--- config.mk ---
export PLATFORM = sky130hd
export DESIGN_NAME = csb_cycle_timer
export DESIGN_NICKNAME = d
export VERILOG_FILES = /design/src/rtl/csbt_pkg.sv /design/src/rtl/csbt_regs.sv /design/src/rtl/csbt_prescaler.sv /design/src/rtl/csbt_sequencer.sv /design/src/rtl/csb_cycle_timer.sv
export SDC_FILE = /design/constraint.sdc
export NUM_CORES = 1
export LEC_CHECK = 0
export BUFFER_PORTS_ARGS = -buffer_cell sky130_fd_sc_hd__buf_2
export CORE_ASPECT_RATIO = 1.4
export CORE_MARGIN = 3
export CORE_UTILIZATION = 45
export CTS_BUF_LIST = sky130_fd_sc_hd__clkbuf_4 sky130_fd_sc_hd__clkbuf_8
export DETAILED_ROUTE_END_ITERATION = 12
export GPL_ROUTABILITY_DRIVEN = 0
export PLACE_DENSITY = 0.78
export SLEW_MARGIN = 20
export SYNTH_ARGS = -nofsm -noshare
export SYNTH_HDL_FRONTEND = slang
export SYNTH_SLANG_ARGS = --single-unit
--- constraint.sdc ---
create_clock -name clk -period 4.06 [get_ports clk]
set_clock_uncertainty 0.05 [all_clocks]
set_input_delay 0.609 -clock clk [delete_from_list [all_inputs] [get_ports clk]]
set_output_delay 0.609 -clock clk [all_outputs]
set_load 0.05 [all_outputs]
--- src/rtl/csbt_pkg.sv ---
package csbt_pkg;

  typedef enum logic [2:0] {
    PH_IDLE  = 3'd0,
    PH_ADR   = 3'd1,
    PH_CE    = 3'd2,
    PH_STRB  = 3'd3,
    PH_WAIT  = 3'd4,
    PH_HOLD  = 3'd5,
    PH_PAUSE = 3'd6
  } phase_e;

  // register index of each timing field
  localparam int unsigned F_ADR    = 0;
  localparam int unsigned F_CE     = 1;
  localparam int unsigned F_RSTRB  = 2;
  localparam int unsigned F_WSTRB  = 3;
  localparam int unsigned F_WAIT   = 4;
  localparam int unsigned F_RHOLD  = 5;
  localparam int unsigned F_WHOLD  = 6;
  localparam int unsigned F_PAUSE  = 7;
  localparam int unsigned N_FIELDS = 8;
  localparam int unsigned CTL_IDX  = 8;

  // multiplier code -> last prescaler count (ticks are lim+1 clocks)
  function automatic logic [2:0] tick_limit(input logic [1:0] code);
    case (code)
      2'd0:    return 3'd3;
      2'd1:    return 3'd0;
      2'd2:    return 3'd1;
      default: return 3'd7;
    endcase
  endfunction

endpackage

--- src/rtl/csbt_regs.sv ---
module csbt_regs
  import csbt_pkg::*;
#(
  parameter int FW = 6
) (
  input  logic                          clk,
  input  logic                          rst,
  input  logic                          cfg_we,
  input  logic [3:0]                    cfg_addr,
  input  logic [FW-1:0]                 cfg_wdata,
  output logic                          en,
  output logic                          waitm,
  output logic [1:0]                    mult,
  output logic [N_FIELDS-1:0][FW-1:0]   tf
);

  logic [3:0] ctl_q;

  for (genvar g = 0; g < N_FIELDS; g++) begin : g_field
    always_ff @(posedge clk) begin
      if (rst) begin
        tf[g] <= '0;
      end else if (cfg_we && cfg_addr == 4'(g)) begin
        tf[g] <= cfg_wdata;
      end
    end
  end

  always_ff @(posedge clk) begin
    if (rst) begin
      ctl_q <= '0;
    end else if (cfg_we && cfg_addr == 4'(CTL_IDX)) begin
      ctl_q <= cfg_wdata[3:0];
    end
  end

  assign en    = ctl_q[0];
  assign waitm = ctl_q[1];
  assign mult  = ctl_q[3:2];

endmodule

--- src/rtl/csbt_prescaler.sv ---
module csbt_prescaler
  import csbt_pkg::*;
(
  input  logic       clk,
  input  logic       rst,
  input  logic       restart,
  input  logic [1:0] code,
  output logic       tick
);

  logic [2:0] pc;
  logic [2:0] lim;

  assign lim  = tick_limit(code);
  assign tick = (pc >= lim);

  always_ff @(posedge clk) begin
    if (rst || restart) begin
      pc <= '0;
    end else if (pc >= lim) begin
      pc <= '0;
    end else begin
      pc <= pc + 3'd1;
    end
  end

endmodule

--- src/rtl/csbt_sequencer.sv ---
module csbt_sequencer
  import csbt_pkg::*;
#(
  parameter int FW = 6,
  parameter int AW = 16,
  parameter int DW = 16
) (
  input  logic                        clk,
  input  logic                        rst,
  input  logic                        en,
  input  logic                        waitm,
  input  logic [1:0]                  mult,
  input  logic [N_FIELDS-1:0][FW-1:0] tf,
  input  logic                        req,
  input  logic                        req_wr,
  input  logic [AW-1:0]               req_addr,
  input  logic [DW-1:0]               req_wdata,
  output logic                        ack,
  output logic [DW-1:0]               rd_data,
  output logic [AW-1:0]               bus_addr,
  output logic                        bus_cs_n,
  output logic                        bus_oe_n,
  output logic                        bus_we_n,
  output logic                        bus_data_oe,
  output logic [DW-1:0]               bus_data_out,
  input  logic [DW-1:0]               bus_data_in,
  input  logic                        bus_iordy
);

  phase_e        st, st_n;
  logic          op_wr, op_wr_n;
  logic [FW-1:0] fcnt, ld;
  logic          tick, done, restart, accept;
  logic          strb_n, cs_n_ph, drive_n;

  csbt_prescaler u_presc (
    .clk     (clk),
    .rst     (rst),
    .restart (restart),
    .code    (mult),
    .tick    (tick)
  );

  assign accept  = (st == PH_IDLE) && req && en && !ack;
  assign op_wr_n = accept ? req_wr : op_wr;
  assign done    = tick && (fcnt == '0);

  always_comb begin
    st_n = st;
    case (st)
      PH_IDLE:  if (accept) st_n = PH_ADR;
      PH_ADR:   if (done) st_n = PH_CE;
      PH_CE:    if (done) st_n = PH_STRB;
      PH_STRB:  if (done && (!waitm || bus_iordy)) st_n = waitm ? PH_WAIT : PH_HOLD;
      PH_WAIT:  if (done) st_n = PH_HOLD;
      PH_HOLD:  if (done) st_n = PH_PAUSE;
      PH_PAUSE: if (done) st_n = PH_IDLE;
      default:  st_n = PH_IDLE;
    endcase
  end

  assign restart = (st_n != st) || (st == PH_IDLE);

  always_comb begin
    case (st_n)
      PH_ADR:   ld = tf[F_ADR];
      PH_CE:    ld = tf[F_CE];
      PH_STRB:  ld = op_wr_n ? tf[F_WSTRB] : tf[F_RSTRB];
      PH_WAIT:  ld = tf[F_WAIT];
      PH_HOLD:  ld = op_wr_n ? tf[F_WHOLD] : tf[F_RHOLD];
      PH_PAUSE: ld = tf[F_PAUSE];
      default:  ld = '0;
    endcase
  end

  assign strb_n  = (st_n == PH_STRB) || (st_n == PH_WAIT);
  assign cs_n_ph = (st_n == PH_CE) || strb_n || (st_n == PH_HOLD);
  assign drive_n = op_wr_n && (st_n != PH_IDLE) && (st_n != PH_PAUSE);

  always_ff @(posedge clk) begin
    if (rst) begin
      st           <= PH_IDLE;
      fcnt         <= '0;
      op_wr        <= 1'b0;
      ack          <= 1'b0;
      rd_data      <= '0;
      bus_addr     <= '0;
      bus_data_out <= '0;
      bus_cs_n     <= 1'b1;
      bus_oe_n     <= 1'b1;
      bus_we_n     <= 1'b1;
      bus_data_oe  <= 1'b0;
    end else begin
      st <= st_n;
      if (restart) begin
        fcnt <= ld;
      end else if (tick && fcnt != '0) begin
        fcnt <= fcnt - 1'b1;
      end
      if (accept) begin
        op_wr        <= req_wr;
        bus_addr     <= req_addr;
        bus_data_out <= req_wdata;
      end
      if (!op_wr && (st == PH_STRB || st == PH_WAIT) && st_n == PH_HOLD) begin
        rd_data <= bus_data_in;
      end
      ack         <= (st == PH_PAUSE) && (st_n == PH_IDLE);
      bus_cs_n    <= !cs_n_ph;
      bus_oe_n    <= !(strb_n && !op_wr_n);
      bus_we_n    <= !(strb_n && op_wr_n);
      bus_data_oe <= drive_n;
    end
  end

  // acknowledge is a single-clock pulse
  p_ack_single_r9: assert property (@(posedge clk) disable iff (rst)
    ack |=> !ack);

  // a strobe only appears inside chip select
  p_strobe_in_cs_r3: assert property (@(posedge clk) disable iff (rst)
    (!bus_oe_n || !bus_we_n) |-> !bus_cs_n);

  // read and write strobes are never active together
  p_one_strobe_r4: assert property (@(posedge clk) disable iff (rst)
    !(!bus_oe_n && !bus_we_n));

  // a disabled region stays idle
  p_disabled_idle_r8: assert property (@(posedge clk) disable iff (rst)
    (st == PH_IDLE && !en) |=> (st == PH_IDLE));

  // low IORDY keeps the strobe phase in wait mode
  p_iordy_stretch_r5: assert property (@(posedge clk) disable iff (rst)
    (st == PH_STRB && waitm && !bus_iordy) |=> (st == PH_STRB));

  // read data is the bus value at the output-enable release
  p_rd_capture_r6: assert property (@(posedge clk) disable iff (rst)
    $rose(bus_oe_n) |-> (rd_data == $past(bus_data_in)));

endmodule

--- src/rtl/csb_cycle_timer.sv ---
module csb_cycle_timer
  import csbt_pkg::*;
#(
  parameter int FW = 6,
  parameter int AW = 16,
  parameter int DW = 16
) (
  input  logic          clk,
  input  logic          rst,
  input  logic          cfg_we,
  input  logic [3:0]    cfg_addr,
  input  logic [FW-1:0] cfg_wdata,
  input  logic          req,
  input  logic          req_wr,
  input  logic [AW-1:0] req_addr,
  input  logic [DW-1:0] req_wdata,
  output logic          ack,
  output logic [DW-1:0] rd_data,
  output logic [AW-1:0] bus_addr,
  output logic          bus_cs_n,
  output logic          bus_oe_n,
  output logic          bus_we_n,
  output logic          bus_data_oe,
  output logic [DW-1:0] bus_data_out,
  input  logic [DW-1:0] bus_data_in,
  input  logic          bus_iordy
);

  logic                        en, waitm;
  logic [1:0]                  mult;
  logic [N_FIELDS-1:0][FW-1:0] tf;

  csbt_regs #(.FW(FW)) u_regs (
    .clk       (clk),
    .rst       (rst),
    .cfg_we    (cfg_we),
    .cfg_addr  (cfg_addr),
    .cfg_wdata (cfg_wdata),
    .en        (en),
    .waitm     (waitm),
    .mult      (mult),
    .tf        (tf)
  );

  csbt_sequencer #(.FW(FW), .AW(AW), .DW(DW)) u_seq (
    .clk          (clk),
    .rst          (rst),
    .en           (en),
    .waitm        (waitm),
    .mult         (mult),
    .tf           (tf),
    .req          (req),
    .req_wr       (req_wr),
    .req_addr     (req_addr),
    .req_wdata    (req_wdata),
    .ack          (ack),
    .rd_data      (rd_data),
    .bus_addr     (bus_addr),
    .bus_cs_n     (bus_cs_n),
    .bus_oe_n     (bus_oe_n),
    .bus_we_n     (bus_we_n),
    .bus_data_oe  (bus_data_oe),
    .bus_data_out (bus_data_out),
    .bus_data_in  (bus_data_in),
    .bus_iordy    (bus_iordy)
  );

endmodule

==> impl_results.md, run 1 <==
* Sequential area share after synthesis at 0.4598
* VDD IR max at 0.0002452 V
* Top Metal Used: met4
* Avg Inst Size Synth at 9.013 um2
* Clk sinks at 118
* GRT Total Usage at 0.2085
* Vias in the first global route at 4,313
* Crit path buf inv count at 2
* Min Tclk post-route at 3.347 ns
* Share of layout cells above drive strength 1 at 0.2584
* Buffer count from post-CTS setup fixing at 0
* Synth Area in Simple Gates at 0.1934
* Nets at 744
* Worst slew pin tran at 0.9801 ns
* CTS Buf Count at 17
* Initial Util at 0.4679
* CP endpoint kind: flip-flop
* Highest Clock Rate at 298.8 MHz
* Final ANT Viol Nets at 0
* Status: finished clean
* CTS Buffer Depth at 2
* Die area at 12,750 um2
* # hold bufs at CTS at 0
* CP Class: reg -> reg
* Synth cell count leaders: 118 x dfxtp_1, 86 x nand2_1, 77 x nor2_1
* Relative slew slack at 0.3445
* Leakage at 2.607 nW
* Post-synthesis compound-gate area fraction at 0.1215
* First-pass GRT wire length at 20.71 mm
* Max H-tree Level at 4
* XOR/XNOR share of the synthesized area at 0.008524
* EDFF count, synth at 0
* P per Cell Area at 384.3 nW/um2
* RSZ-0062 raised after global routing: no
* CP peak stage delay at 0.81 ns
* Hold Fails Final Rpt at 0
* Data required time at the worst endpoint at 4.30 ns
* DRT iter0 DRCs at 226
* Die height at 132.4 um
* Largest net degree at the start of global routing at 112
* Port buffer count at 116
* Period utilisation layout at 0.8244
* Reg clk slew, reported paths at 0.08 ns
* Met1 WL at 4.759 mm
* Sum Neg Setup Slack at 0 ns
* #FFs+latches synth at 118
* Met3 WL at 628 um
* Largest family of logic cells by synthesized area: simple AND/OR/NAND/NOR gates
* Boundary Pins at 117
* Most frequent cell after synthesis: dfxtp_1
* Mapped Cells at 570
* CTS-repair resized insts at 0
* Clk root buf: clkbuf_8
* Diodes inserted at 0
* Synth area leader: dfxtp_1
* DR pass1 iterations at 5
* Number of distinct library cells after synthesis at 62
* Max FO, Critical Path at 16
* Setup violations, final at 0
* WP data arrival at 3.59 ns
* Syn nets at 642
* Yosys warns at 0
* Max Cap Viol at 0
* Area delta synth->final at 20.24%
* Slowest CP cell: nor3_4
* Share of the synthesized area in the top cell type at 0.4598
* Worst skew pair latency at 0.44 ns
* Portion of netlist area occupied by mux cells at 0.1593
* # DRC at 0
* Synth area leaders: dfxtp_1 46%, mux2i_1 13%, nand2_1 6.3%
* Vias post-DR at 4,472
* Core Region at 10,980 um2
* Worst Hold Class: in -> reg
* TritonCTS clock tree: yes
* Startpoint types: flip-flop
* DR WL met2 at 6.968 mm
* Most used DFF post-synth: dfxtp_1
* Drt wl/cell at 15.56 um
* Synth async-reset ratio at 0
* Rows at 45
* Worst-path cell chain: inv_1 > ha_1 > inv_1 > ha_1 > nand2_1 > o21ai_1 > a41oi_1 > nor3_4 > mux2i_1 > nor2_1
* Final HPWL DP at 9.350 mm
* Die width at 96.31 um
* Netlist Area Pre-Place at 5137 um2
* Final WL at 12.86 mm
* Antenna violations before repair at 0
* Worst hold margin at 0.3541 ns
* Drt via density at 5.414
* Total grt overflow at 0
* Top Family by Delay on Critical Path: compound AO/OA/AOI/OAI gates
* Adder-cell share of the synthesized area at 0.01948
* Final Slew Violations at 0
-- routing by layer --
metal	global-route usage	up-vias
li1	-	2183
met1	0.2267	2102
met2	0.3607	149
met3	0.05802	38
met4	0.1053	0
met5	0	-
-- worst paths after layout --
| path | from | end | slack (ns) | cells after the start |
|---|---|---|---|---|
| worst max-delay path | u_regs.ctl_q[3]$_SDFFE_PP0P_ | u_seq.rd_data[12]$_SDFFE_PP0P_ | 0.71 | 10 |
| worst min-delay path | req_addr[4] | u_seq.bus_addr[4]$_SDFFE_PP0P_ | 0.35 | 3 |
| worst max register to register | u_regs.ctl_q[3]$_SDFFE_PP0P_ | u_seq.rd_data[12]$_SDFFE_PP0P_ | 0.71 | 10 |
| worst min register to register | u_seq.bus_addr[2]$_SDFFE_PP0P_ | u_seq.bus_addr[2]$_SDFFE_PP0P_ | 0.40 | 2 |
-- power by group --
| part | internal, W | switching [W] |
|---|---|---|
| Clock | 0.000556 | 0.000497 |
| Combinational | 0.0000526 | 0.0000914 |
| Sequential | 0.00117 | 0.00000891 |
| Total | 0.00178 | 0.000597 |
-- metrics by stage --
| stage | utilization | instances | setup WS (ns) | instance area, um2 | power, W |
|---|---|---|---|---|---|
| 6_report | 0.5626 | 826 | 0.7130 | 6177 | 0.002374 |
| 5_1_grt | 0.5626 | 826 | 0.4157 | 6177 | 0.002464 |
| 2_1_floorplan | - | 570 | 1.350 | 5137 | 0.001291 |
| 3_3_place_gp | 0.5255 | 794 | 0.9044 | 5769 | 0.001341 |
| 4_1_cts | 0.5614 | 826 | 0.7491 | 6163 | 0.002392 |
| 3_5_place_dp | 0.5255 | 794 | 0.7335 | 5769 | 0.001344 |
-- area by class of cell --
| type | count | area [um2] |
|---|---|---|
| timing repair buffer | 120 | 616.8 |
| multi-input combinational | 405 | 2590 |
| clock inverter | 14 | 152.6 |
| inverter | 10 | 37.54 |
| tap | 141 | 176.4 |
| fill | 997 | 4802 |
| sequential | 118 | 2362 |
| clock buffer | 18 | 241.5 |
-- worst register-to-register path, stage by stage, from the launching register on --
cell and delay, ns:
dfxtp_1 0.36, inv_1 0.05, ha_1 0.27, inv_1 0.04, ha_1 0.26, nand2_1 0.06, o21ai_1 0.64, a41oi_1 0.31
nor3_4 0.81, mux2i_1 0.29, nor2_1 0.06
-- layout by cell type (no fill, tap or decap), types with 5 or more instances in the layout --
cell and count:
dfxtp_1 118, mux2_2 10, o21ai_0 6, mux2i_1 68, nand3_1 10, buf_2 115
inv_1 10, ha_1 8, nor2_1 77, clkbuf_8 17, a32oi_1 5, nand2_1 86
a21oi_1 53
-- registers in the layout, indices dropped and copies added (netlist names) --
name,count
u_seq.st,3
u_seq.bus_addr,16
u_seq.bus_data_out,16
u_seq.rd_data,16
u_seq.op_wr,1
u_regs.tf,48
u_seq.bus_oe_n,1
u_regs.ctl_q,4
u_seq.fcnt,6
u_seq.bus_we_n,1
u_seq.bus_cs_n,1
u_seq.u_presc.pc,3
u_seq.bus_data_oe,1
u_seq.ack,1
-- cells by family after synthesis --
logic type,after synthesis
AO/OA/AOI/OAI,96
XOR/XNOR,5
adder cells (fa/ha/maj),8
buffers and inverters,47
flip-flops,118
multiplexers,80
AND/OR/NAND/NOR,216
Power figures use the tool's default switching activity.
==> run 2, diff against run 1 <==
--- a/config.mk
+++ b/config.mk
@@ -5,6 +5,7 @@
 export SDC_FILE = /design/constraint.sdc
 export NUM_CORES = 1
 export LEC_CHECK = 0
+export ABC_AREA = 1
 export BUFFER_PORTS_ARGS = -buffer_cell sky130_fd_sc_hd__buf_2
 export CORE_ASPECT_RATIO = 1.4
 export CORE_MARGIN = 3
==> constraint.sdc (replaced) <==
create_clock -name clk -period 3.1 [get_ports clk]
set_clock_uncertainty 0.05 [all_clocks]
set_input_delay 0.465 -clock clk [delete_from_list [all_inputs] [get_ports clk]]
set_output_delay 0.465 -clock clk [all_outputs]
set_load 0.05 [all_outputs]
==> impl_results.md, run 2 <==
* Worst slew pin tran at 0.6941 ns (-0.2860 ns)
* Syn nets at 808 (+26%)
* Netlist Area Pre-Place at 5246 um2 (+2.1%)
* Sequential area share after synthesis at 0.4503 (-0.009541)
* Vias in the first global route at 4,587 (+6.4%)
* Data required time at the worst endpoint at 3.42 ns (-0.88 ns)
* Final ANT Viol Nets at 0 (unchanged)
* Sw Share at 0.2252 (-0.02626)
* P per Cell Area at 529.9 nW/um2 (+38%)
* Leakage at 2.992 nW (+15%)
* Hold Fails Final Rpt at 0 (unchanged)
* Most used DFF post-synth: dfxtp_1
* VDD IR max at 0.0002969 V (+21%)
* Nets at 914 (+23%)
* Max FO, Critical Path at 19 (+3)
* Final Slew Violations at 0 (unchanged)
* CTS Buf Count at 17 (unchanged)
* Final Non-Filler Cells at 999 (+21%)
* Startpoint types: flip-flop
* Clk root buf: clkbuf_8
* Largest net degree at the start of global routing at 66 (-41%)
* # hold bufs at CTS at 0 (unchanged)
* Max H-tree Level at 4 (unchanged)
* Max Cap Viol at 0 (unchanged)
* Synth area leaders: dfxtp_1 45%, nor2_1 14%, o21ai_0 9.1%
* Synth area leader: dfxtp_1
* Drt via density at 4.988 (-7.9%)
* RSZ-0062 raised after global routing: no
* Worst skew pair latency at 0.44 ns (about the same)
* Diodes inserted at 0 (unchanged)
* Fillers at 1,123 (+13%)
* Setup slack at placement at 0.2635 ns (-0.4700 ns)
* EDFF count, synth at 0 (unchanged)
* Internal power at 0.002625 W (+48%)
* Boundary Pins at 117 (unchanged)
* DR pass1 iterations at 5 (unchanged)
* Worst hold margin at 0.1958 ns (-0.1583 ns)
* Yosys warns at 0 (unchanged)
* Final HPWL DP at 9.478 mm (+1.4%)
* Clock power share at 0.485 (+0.041)
* First-pass GRT wire length at 21.53 mm (+4.0%)
* CP endpoint kind: flip-flop
* Total Power at 0.003388 W (+43%)
* Core Region at 11,340 um2 (+3.3%)
* Die area at 13,010 um2 (+2.0%)
* Area delta synth->final at 21.85%
* Share of the synthesized area in the top cell type at 0.4503 (-0.009541)
* Commonest non-fill, non-tap cell in the layout: nor2_1
* CP Class: reg -> reg
* WP data arrival at 3.09 ns (-0.50 ns)
* Highest Clock Rate at 360.9 MHz (+21%)
* Min Tclk post-route at 2.771 ns (-0.5758 ns)
* Multi-input logic area at 2515 um2 (-2.9%)
* Worst setup margin at 0.3288 ns (-0.3842 ns)
* Sequential Power Share at 0.457 (-0.039)
* Number of distinct library cells after synthesis at 37 (-40%)
* Register with the most flip-flops: u_regs.tf
* Die height at 133.8 um (+1.0%)
* Final WL at 13.27 mm (+3.2%)
* Largest register FFs at 48 (unchanged)
* Share of layout cells above drive strength 1 at 0.2117 (-0.04670)
* Port buffer count at 116 (unchanged)
* Register area at 2362 um2 (unchanged)
* Combinational share of power at 0.058 (-0.003)
* Synth cell count leaders: 190 x nor2_1, 118 x dfxtp_1, 109 x nand2_1
* CTS Buffer Depth at 2 (unchanged)
* Most frequent cell after synthesis: nor2_1
* Initial Util at 0.4627 (-0.005219)
* Rows at 46 (+2.2%)
* Vias post-DR at 4,983 (+11%)
* Setup violations, final at 0 (unchanged)
* Avg Inst Size Synth at 7.128 um2 (-21%)
* Most frequent cells in the layout: 190 x nor2_1, 118 x dfxtp_1, 116 x buf_2, 109 x nand2_1, 95 x o21ai_0
* Total grt overflow at 0 (unchanged)
* Worst Hold Class: in -> reg
* Mapped Cells at 736 (+29%)
* Drt wl/cell at 13.28 um (-15%)
* #FFs+latches synth at 118 (unchanged)
* Period utilisation layout at 0.8939 (+0.06955)
* Antenna violations before repair at 0 (unchanged)
* Relative slew slack at 0.5366 (+0.1921)
* Die width at 97.26 um (+0.99%)
* # DRC at 0 (unchanged)
* Reg clk slew, reported paths at 0.07 ns (about the same)
* Net Switching at 0.0007630 W (+28%)
* Placed instance count at 967 (+22%)
* GRT Total Usage at 0.2041 (-0.004354)
* TritonCTS clock tree: yes
* Synth async-reset ratio at 0 (unchanged)
* Clk sinks at 118 (unchanged)
* Status: finished clean
* DRT iter0 DRCs at 213 (-5.8%)
* Sum Neg Setup Slack at 0 ns (unchanged)
-- run 2: cell count changes after synthesis, moves of 15 or more --
cell     previous run  this run
mux2i_1            68         0
inv_1              10        54
nand4_1             2        17
nor2_1             77       190
o21ai_0             6        95
a21oi_1            53        24
nand2_1            86       109
nor3_1              3        18
-- run 2: what timing repair did --
| action | in CTS | in global routing |
|---|---|---|
| setup endpoints to repair | 0 | 2 |
| gates resized for setup | 0 | 1 |
| buffers inserted | 0 | 0 |
-- run 2: path summary, 6_finish.rpt --
check	slack, ns	cells past startpoint	to	start
worst max-delay path	0.33	16	u_seq.rd_data[3]$_SDFFE_PP0P_	u_regs.ctl_q[3]$_SDFFE_PP0P_
worst max register to register	0.33	16	u_seq.rd_data[3]$_SDFFE_PP0P_	u_regs.ctl_q[3]$_SDFFE_PP0P_
worst min-delay path	0.20	2	u_seq.op_wr$_SDFF_PP0_	rst
worst min register to register	0.40	2	u_regs.tf[0]$_SDFFE_PP0P_	u_regs.tf[0]$_SDFFE_PP0P_
-- run 2: worst max-delay path, cell delays in order (launching register included) --
cell and delay (ns):
dfxtp_1 0.33, inv_1 0.05, ha_1 0.27, inv_1 0.04
ha_1 0.26, nand2_1 0.04, inv_1 0.04, nand2_1 0.05
nand2_2 0.13, nand2_4 0.08, nand2_2 0.12, nand4_4 0.21
clkinv_4 0.15, nand3_4 0.21, nor2_4 0.37, o21ai_0 0.15
nor2_1 0.14
-- run 2: area by class of cell --
cell class                      instances  area share
Tap cell                              144     0.02819
Timing Repair Buffer                  121     0.09865
Sequential cell                       118      0.3695
Clock inverter                         12     0.03112
Inverter                               60     0.03601
Clock buffer                           20     0.04306
Multi-Input combinational cell        524      0.3934
-- run 2: through the flow --
stage / area [um2] / utilization
after floorplan: 5246 / -
after global placement: 5909 / 0.5212
after detailed placement: 5909 / 0.5212
after CTS: 6384 / 0.5630
after global routing: 6392 / 0.5638
final: 6392 / 0.5638
-- run 2: power by group through the flow --
stage	Clock [W]	Sequential (W)	Combinational, W
2_1_floorplan	0	0.00160	0.0000985
3_3_place_gp	0	0.00158	0.000194
3_5_place_dp	0	0.00158	0.000194
4_1_cts	0.00167	0.00155	0.000196
5_1_grt	0.00174	0.00155	0.000219
6_report	0.00164	0.00155	0.000196
-- run 2: kinds of logic after synthesis --
group | Yosys count | synth area share
adders and majority gates | 8 | 0.01908
DFF | 118 | 0.4503
and+or+nand+nor | 370 | 0.3091
xor gates and xnor gates | 5 | 0.008347
AOI/OAI and AO/OA | 141 | 0.1412
buffers and inverters | 94 | 0.07202
-- run 2: layer usage --
layer	vias to the layer above	share of wire	wire, um	track usage
met3	20	0.056	740	0.05657
li1	2580	-	-	-
met1	2231	0.42	5515	0.2325
met5	-	0	0	0
met2	152	0.51	6732	0.3606
met4	0	0.021	278	0.08160
==> run 3, diff against run 2 <==
--- a/config.mk
+++ b/config.mk
@@ -9,11 +9,12 @@
 export BUFFER_PORTS_ARGS = -buffer_cell sky130_fd_sc_hd__buf_2
 export CORE_ASPECT_RATIO = 1.4
 export CORE_MARGIN = 3
-export CORE_UTILIZATION = 45
+export CORE_UTILIZATION = 42
 export CTS_BUF_LIST = sky130_fd_sc_hd__clkbuf_4 sky130_fd_sc_hd__clkbuf_8
 export DETAILED_ROUTE_END_ITERATION = 12
 export GPL_ROUTABILITY_DRIVEN = 0
-export PLACE_DENSITY = 0.78
+export MAX_ROUTING_LAYER = met4
+export PLACE_DENSITY = 0.74
 export SLEW_MARGIN = 20
 export SYNTH_ARGS = -nofsm -noshare
 export SYNTH_HDL_FRONTEND = slang
==> impl_results.md, run 3 (synthesized netlist as in run 2, its figures left out) <==
* Setup violations, final at 0 (unchanged)
* WP data arrival at 3.06 ns (-0.03 ns)
* Drt wl/cell at 13.41 um (+1.0%)
* VDD IR max at 0.0002630 V (-11%)
* Die width at 100.5 um (+3.3%)
* Final WL at 13.48 mm (+1.6%)
* Worst R2R Setup Slack at 0.36 ns (+0.04 ns)
* Antenna violations before repair at 0 (unchanged)
* Highest Clock Rate at 365.5 MHz (+1.3%)
* Fillers at 1,235 (+10%)
* Clk root buf: clkbuf_8
* Period utilisation layout at 0.8826 (-0.01130)
* Status: finished clean
* CTS Buf Count at 17 (unchanged)
* Vias post-DR at 4,968 (-0.30%)
* Relative slew slack at 0.5159 (-0.02074)
* Final Non-Filler Cells at 1,005 (+0.60%)
* DRT iter0 DRCs at 183 (-14%)
* Initial Util at 0.4373 (-0.02538)
* TritonCTS clock tree: yes
* Port buffer count at 116 (unchanged)
* Max FO, Critical Path at 19 (unchanged)
* Max H-tree Level at 4 (unchanged)
* Placed cell area at 5936 um2 (+0.44%)
* Commonest non-fill, non-tap cell in the layout: nor2_1
* CTS Buffer Depth at 2 (unchanged)
* # hold bufs at CTS at 0 (unchanged)
* Boundary Pins at 117 (unchanged)
* First-pass GRT wire length at 21.92 mm (+1.8%)
* Worst Hold Class: in -> reg
* Leakage at 2.964 nW (-0.95%)
* Largest register FFs at 48 (unchanged)
* CP endpoint kind: flip-flop
* Worst slew pin tran at 0.7251 ns (+0.03106 ns)
* Final ANT Viol Nets at 0 (unchanged)
* Cells on Worst Hold Path at 2 (unchanged)
* Clk sinks at 118 (unchanged)
* Register with the most flip-flops: u_regs.tf
* Hold Fails Final Rpt at 0 (unchanged)
* P per Cell Area at 494.8 nW/um2 (-6.6%)
* # DRC at 0 (unchanged)
* Hold Crit Start: rst
* Nets at 917 (+0.33%)
* Share of layout cells above drive strength 1 at 0.2145 (+0.002756)
* Vias in the first global route at 4,573 (-0.31%)
* Rows at 47 (+2.2%)
* Data required time at the worst endpoint at 3.43 ns (about the same)
* Reg clk slew, reported paths at 0.07 ns (about the same)
* Core Region at 12,000 um2 (+5.8%)
* Final HPWL DP at 9.739 mm (+2.8%)
* Min Tclk post-route at 2.736 ns (-0.03504 ns)
* GRT Total Usage at 0.2013 (-0.002785)
* Max Cap Viol at 0 (unchanged)
* Most frequent cells in the layout: 190 x nor2_1, 118 x dfxtp_1, 116 x buf_2, 109 x nand2_1, 95 x o21ai_0
* FF-to-FF End: u_seq.rd_data[5]$_SDFFE_PP0P_
* DR pass1 iterations at 5 (unchanged)
* Total Power at 0.003134 W (-7.5%)
* Buffer count from post-CTS setup fixing at 0 (unchanged)
* Largest net degree at the start of global routing at 46 (-30%)
* Total grt overflow at 0 (unchanged)
* CTS-repair resized insts at 0 (unchanged)
* Register area at 2362 um2 (unchanged)
* Final Slew Violations at 0 (unchanged)
* Placed instance count at 973 (+0.62%)
* Worst R2R Start: u_regs.ctl_q[3]$_SDFFE_PP0P_
* Sum Neg Setup Slack at 0 ns (unchanged)
* Worst skew pair latency at 0.43 ns (about the same)
* Diodes inserted at 0 (unchanged)
* RSZ-0062 raised after global routing: no
* Fin area at 6334 um2 (-0.92%)
* CP Class: reg -> reg
* Die area at 13,890 um2 (+6.8%)
* Die height at 138.2 um (+3.4%)
* Drt via density at 4.943 (-0.90%)
* Multi-input logic area at 2506 um2 (-0.35%)
* Startpoint types: flip-flop
* Area delta synth->final at 20.72%
* Worst R2R Path Depth at 16 (unchanged)
* WHS Endpoint: u_seq.op_wr$_SDFF_PP0_
==> run 3: cell types whose count changed in the layout (fill, tap and decap cells not counted) <==
cell,delta
clkbuf_4,+1
buf_4,+3
o211ai_4,-1
bufinv_16,-3
clkinvlp_4,+2
clkbuf_8,-1
o211ai_2,+1
clkinv_2,+1
==> run 3: stage by stage <==
step                      setup slack, ns    util  hold WS, ns
after floorplan                    0.8006       -       0.3673
after global placement             0.4492  0.4948       0.3773
after detailed placement           0.3730  0.4948       0.3861
after CTS                          0.3592  0.5280       0.1768
after global routing               0.1034  0.5280       0.1925
final                              0.3639  0.5280       0.1897
==> run 3: worst max-delay path: stages, from the launching register on <==
cell and delay (ns):
dfxtp_1 0.33, inv_1 0.06, ha_1 0.26, inv_1 0.04
ha_1 0.26, nand2_1 0.04, inv_1 0.04, nand2_1 0.05
nand2_2 0.13, nand2_4 0.08, nand2_2 0.12, nand4_4 0.22
clkinv_4 0.16, nand3_4 0.22, nor2_4 0.37, o21ai_0 0.14
nor2_1 0.10
==> run 3: cell type report <==
class,count,share of cell area
sequential,118,0.3730
tap,147,0.02904
inverter,60,0.03635
timing repair buffer,124,0.1031
clock buffer,20,0.04247
multi-input combinational,524,0.3957
clock inverter,12,0.02035
==> run 3: how the worst max path moves through the flow <==
stage	start	to	slack, ns	cells past startpoint
after global placement	u_regs.ctl_q[3]$_SDFFE_PP0P_	u_seq.rd_data[0]$_SDFFE_PP0P_	0.45	16
after CTS	u_regs.ctl_q[3]$_SDFFE_PP0P_	u_seq.rd_data[5]$_SDFFE_PP0P_	0.36	16
after detailed placement	u_regs.ctl_q[3]$_SDFFE_PP0P_	u_seq.rd_data[5]$_SDFFE_PP0P_	0.37	16
after floorplan	u_regs.ctl_q[3]$_SDFFE_PP0P_	u_seq.rd_data[10]$_SDFFE_PP0P_	0.80	17
final	u_regs.ctl_q[3]$_SDFFE_PP0P_	u_seq.rd_data[5]$_SDFFE_PP0P_	0.36	16
after global routing	u_regs.ctl_q[3]$_SDFFE_PP0P_	u_seq.rd_data[0]$_SDFFE_PP0P_	0.10	16
==> run 3: layer usage <==
metal / global-route usage / wire, um / vias to the layer above
met2: 0.3225 / 6565 / 164
met1: 0.2258 / 5508 / 2177
met3: 0.05192 / 840 / 41
met5: - / 0 / -
met4: 0.1107 / 566 / 0
li1: - / - / 2586
==> run 3: power breakdown <==
group          switching, W  total (W)  internal (W)  leakage [nW]
clock network      0.000627    0.00139      0.000760         0.186
logic              0.000129   0.000198     0.0000692          1.82
registers         0.0000107    0.00155       0.00154         0.953
